$ cat src/rtl/lc_pkg.sv
package lc_pkg;
  localparam int FMT_W = 2;

  typedef enum logic [FMT_W-1:0] {
    FMT_LEVEL = 2'b00,
    FMT_XOR1  = 2'b01,
    FMT_RTZ   = 2'b10,
    FMT_MANCH = 2'b11
  } line_fmt_e;
endpackage

$ cat src/rtl/lc_rst_sync.sv
module lc_rst_sync #(
  parameter int STAGES = 2
) (
  input  logic clk,
  input  logic arst_n,
  output logic srst_n
);
  logic [STAGES-1:0] chain_q;
  logic [STAGES-1:0] chain_d;

  always_comb begin
    chain_d = {chain_q[STAGES-2:0], 1'b1};
  end

  always_ff @(posedge clk or negedge arst_n) begin
    if (!arst_n) chain_q <= '0;
    else         chain_q <= chain_d;
  end

  assign srst_n = chain_q[STAGES-1];
endmodule

$ cat src/rtl/lc_phase_gen.sv
module lc_phase_gen (
  input  logic clk,
  input  logic rst_n,
  output logic phase_q,
  output logic phase_d,
  output logic bit_start
);
  // phase 0 = first half of a bit, phase 1 = second half
  always_comb begin
    phase_d = ~phase_q;
  end

  always_ff @(posedge clk or negedge rst_n) begin
    if (!rst_n) phase_q <= 1'b0;
    else        phase_q <= phase_d;
  end

  // the edge that closes a second half opens a new bit
  assign bit_start = phase_q;
endmodule

$ cat src/rtl/lc_bit_store.sv
module lc_bit_store
  import lc_pkg::*;
(
  input  logic      clk,
  input  logic      rst_n,
  input  logic      take_en,
  input  logic      din,
  input  line_fmt_e fmt_in,
  output logic      bit_q,
  output logic      bit_d,
  output logic      lvl_q,
  output logic      lvl_d,
  output line_fmt_e fmt_q,
  output line_fmt_e fmt_d
);
  always_comb begin
    bit_d = bit_q;
    lvl_d = lvl_q;
    fmt_d = fmt_q;
    if (take_en) begin
      bit_d = din;
      lvl_d = lvl_q ^ din;
      fmt_d = fmt_in;
    end
  end

  always_ff @(posedge clk or negedge rst_n) begin
    if (!rst_n) begin
      bit_q <= 1'b0;
      lvl_q <= 1'b0;
      fmt_q <= FMT_LEVEL;
    end else if (take_en) begin
      bit_q <= bit_d;
      lvl_q <= lvl_d;
      fmt_q <= fmt_d;
    end
  end
endmodule

$ cat src/rtl/lc_line_mux.sv
module lc_line_mux
  import lc_pkg::*;
(
  input  line_fmt_e fmt,
  input  logic      bit_v,
  input  logic      lvl_v,
  input  logic      phase,
  output logic      level
);
  always_comb begin
    unique case (fmt)
      FMT_LEVEL: level = bit_v;
      FMT_XOR1:  level = lvl_v;
      FMT_RTZ:   level = bit_v & ~phase;
      FMT_MANCH: level = bit_v ^ phase;
      default:   level = 1'b0;
    endcase
  end
endmodule

$ cat src/rtl/serial_line_coder.sv
module serial_line_coder
  import lc_pkg::*;
#(
  parameter int RST_STAGES = 2
) (
  input  logic             clk,
  input  logic             rst_n,
  input  logic             din,
  input  logic [FMT_W-1:0] fmt_sel,
  output logic             line_out,
  output logic             bit_strobe
);
  logic      core_rst_n;
  logic      phase_q, phase_d, bit_start;
  logic      bit_q, bit_d, lvl_q, lvl_d;
  line_fmt_e fmt_q, fmt_d;
  logic      out_d, out_q;

  lc_rst_sync #(.STAGES(RST_STAGES)) u_rst (
    .clk    (clk),
    .arst_n (rst_n),
    .srst_n (core_rst_n)
  );

  lc_phase_gen u_phase (
    .clk       (clk),
    .rst_n     (core_rst_n),
    .phase_q   (phase_q),
    .phase_d   (phase_d),
    .bit_start (bit_start)
  );

  lc_bit_store u_store (
    .clk     (clk),
    .rst_n   (core_rst_n),
    .take_en (bit_start),
    .din     (din),
    .fmt_in  (line_fmt_e'(fmt_sel)),
    .bit_q   (bit_q),
    .bit_d   (bit_d),
    .lvl_q   (lvl_q),
    .lvl_d   (lvl_d),
    .fmt_q   (fmt_q),
    .fmt_d   (fmt_d)
  );

  // output is computed from next-cycle values, then registered
  lc_line_mux u_mux (
    .fmt   (fmt_d),
    .bit_v (bit_d),
    .lvl_v (lvl_d),
    .phase (phase_d),
    .level (out_d)
  );

  always_ff @(posedge clk or negedge core_rst_n) begin
    if (!core_rst_n) out_q <= 1'b0;
    else             out_q <= out_d;
  end

  assign line_out   = out_q;
  assign bit_strobe = phase_q;
endmodule

$ cat config.mk
export PLATFORM = sky130hd
export DESIGN_NAME = serial_line_coder
export DESIGN_NICKNAME = d
export VERILOG_FILES = /design/src/rtl/lc_pkg.sv /design/src/rtl/lc_rst_sync.sv /design/src/rtl/lc_phase_gen.sv /design/src/rtl/lc_bit_store.sv /design/src/rtl/lc_line_mux.sv /design/src/rtl/serial_line_coder.sv
export SDC_FILE = /design/constraint.sdc
export NUM_CORES = 1
export LEC_CHECK = 0
export ABC_AREA = 1
export CORE_AREA = 2 2 39 41
export DETAILED_ROUTE_END_ITERATION = 8
export DIE_AREA = 0 0 41 43
export GPL_TIMING_DRIVEN = 0
export SLEW_MARGIN = 25
export SYNTH_ARGS = -nofsm -noshare
export SYNTH_HDL_FRONTEND = slang
export SYNTH_SLANG_ARGS = --single-unit
$ cat constraint.sdc
create_clock -name clk -period 0.8 [get_ports clk]
set_clock_uncertainty 0.15 [all_clocks]
set_input_delay 0.08 -clock clk [delete_from_list [all_inputs] [get_ports clk]]
set_output_delay 0.08 -clock clk [all_outputs]
set_load 0.01 [all_outputs]
==> results.json, run 1 <==
{
  "status": "finished, violations left",
  "failed_checks": "negative hold slack, negative setup slack",
  "postRouteAntennaNets": 0,
  "fp.coreArea_sq_mm": 0.00138,
  "insertion_delay_ps": 260,
  "final_hold_viol_count": 8,
  "use_met2": 0.122,
  "cp.arrival_ps": 1250,
  "antenna_found_initial": 0,
  "p_total_uw": 910,
  "rr_startpoint": "u_phase.bit_start$_DFF_PN0_",
  "drcViolationCount": 0,
  "cts_num_sinks": 8,
  "final.period_utilization": 1.52,
  "die_w_um": 41,
  "routedWlPerCell_um": 8.85,
  "power_leakage_uw": 0.000261,
  "grt-ovfl-total": 0,
  "worst_vdd_rail_ir_drop_mv": 1.19,
  "worst_setup_path_end_kind": "flip-flop",
  "yosys_warnings": 0,
  "rows": 14,
  "placement.io_buffers": 6,
  "io_pins": 7,
  "critical_path_class": "flip-flop to flip-flop",
  "cts_root_buf": "clkbuf_4",
  "clock_tree.htree_level_count": 1,
  "required_time_of_the_critical_path_ps": 830,
  "fmax_mhz": 820,
  "post_route_cells_drive_above_1_share": 0.529,
  "initial_core_utilization": 0.235,
  "grt_use_met1": 0.111,
  "cts_tree": "yes",
  "crit_start": "u_phase.bit_start$_DFF_PN0_",
  "cts.path.max_buffers": 2,
  "hold_buffers": 1,
  "globalRouteTotalUtil": 0.0946,
  "post_synthesis_area_per_instance_sq_um": 8.79,
  "slew_viol_final": 0,
  "setup_repair_after_global_routing_missed_its_margin": "true",
  "pin_count_of_the_biggest_net_entering_global_routing": 8,
  "timing.hold.worst.class": "primary input to async pin",
  "place_worst_setup_slack_ps": -415,
  "ratio_of_total_power_to_cell_area_mw_per_mm2": 1750,
  "critical_path.max_fanout": 7,
  "via_count": 264,
  "design.final.nets": 57,
  "fillers": 153,
  "flow.area_growth_from_synthesis_pct": 59.6,
  "drt-total-wl_um": 593,
  "synth_cells": 37,
  "setup-tns-final_ps": -2080,
  "finalSetupViolCount": 8,
  "num_antenna_cells": 0,
  "synth_fp_nets": 42,
  "utilization": 0.375,
  "firstDrtPassIters": 2,
  "number_of_global_route_vias_before_repair": 257,
  "seq_area_frac_synth": 0.615,
  "hold_slack_ps": -113,
  "synth_area_sq_um": 325,
  "netlist-cell-type-count": 11,
  "cap_viol_max_count": 0,
  "drt-initial-drc-count": 3,
  "layout.cells.most_common": "nand2_2",
  "grt_util_met3": 0.0628,
  "clock_transition_time_at_the_flip_flop_clock_pins_of_the_worst_setup_and_hold_paths_ps": 60,
  "top_usage_layer": "met2",
  "route.detailed.vias_per_inst": 3.94,
  "global_route_wire_length_before_repair_mm": 1.03,
  "setup_ws_ps": -420,
  "cts_made_buffers": 3,
  "fin_crit_ps": 1220,
  "fp.dieH_um": 43,
  "number_of_synthesized_register_bits": 8,
  "final_cell_mix": "nand2_2 (8), dfrtp_1 (7), inv_1 (4)",
  "die_area_sq_mm": 0.00176,
  "critical_path.startpoint_type": "flip-flop",
  "gpl.final_weighted_congestion": 0.745
}
## area by class of cell
type	count	area [sq um]	share of cell area
sequential	8	201	0.388
multi-input combinational	22	143	0.275
timing repair buffer	10	95.1	0.183
inverter	7	33.8	0.0651
clock buffer	4	26.3	0.0506
tap	16	20.0	0.0386
## metrics by stage
step / area (sq um) / cells / hold WS, ps
after global placement: 407 / 59 / -48.7
after CTS: 475 / 67 / -38.3
after floorplan: 327 / 37 / -366
final: 519 / 67 / -113
after detailed placement: 407 / 59 / -37.0
after global routing: 519 / 67 / -120
## cell families after synthesis
family | synth area share
other | 0.0115
buffers and inverters | 0.0808
flip-flops | 0.615
AO/OA/AOI/OAI | 0.0423
AND/OR/NAND/NOR | 0.250
## path summary, 6_finish.rpt
path,to,slack [ps],cells past startpoint
max in group asynchronous,u_phase.bit_start$_DFF_PN0_,340,0
setup / recovery,line_out$_DFF_PN0_,-420,8
hold reg to reg,u_store.fmt_q[0]$_DFFE_PN0P_,-50,0
hold / removal,u_rst.chain_q[1]$_DFF_PN0_,-110,1
setup reg to reg,line_out$_DFF_PN0_,-420,8
min in group clk,u_rst.chain_q[1]$_DFF_PN0_,190,0
## flip-flops by register name, summed over array words and instances, names as in the netlist
register	cells
line_out	1
u_phase.bit_start	1
u_rst.chain_q	2
u_store.bit_q	1
u_store.fmt_q	2
u_store.lvl_q	1
## cells in the mapped netlist
master / number / area [sq um]
conb_1: 1 / 3.75
dfrtp_1: 8 / 200
inv_1: 6 / 22.5
inv_2: 1 / 3.75
nand2_1: 10 / 37.5
nand2_2: 3 / 18.8
nand3_1: 1 / 5.00
nor2_1: 4 / 15.0
nor3_1: 1 / 5.00
o21ai_0: 1 / 5.00
o21ai_2: 1 / 8.76
## critical path: stages (launching register included)
cell	delay [ps]
dfrtp_2	410
buf_8	150
inv_8	70
nand2_4	50
nand2_4	80
nand2_2	50
nand2_2	50
nor2_2	30
nor2_1	100
## power breakdown
part / switching [uW] / total (uW) / internal (uW)
clock: 151 / 342 / 192
sequential: 15.2 / 445 / 430
combinational: 55.5 / 122 / 66.8
## what timing repair did
| action | 4_1_cts | 5_1_grt |
|---|---|---|
| endpoints found under the hold margin | 8 | 8 |
| setup endpoints to repair | 8 | 9 |
| gates resized for setup | 12 | 16 |
| pin swaps | 1 | 4 |
| buffers inserted | 4 | 1 |
## routing by layer
metal | vias to the layer above | wire, um
met1 | 119 | 258
li1 | 135 | -
met5 | - | 0
met4 | 0 | 19
met2 | 8 | 266
met3 | 2 | 50
(Power assumes the default switching activity.)
==> run 2, diff against run 1 <==
- GPL_ROUTABILITY_DRIVEN: default -> 0
==> results of run 2 <==
Same layout as run 1: the final DEF is identical, and so are final timing and power.
==> run 3, diff against run 2 <==
- CAP_MARGIN: default -> 20
==> results of run 3 <==
Same layout as run 1: the final DEF is identical, and so are final timing and power.
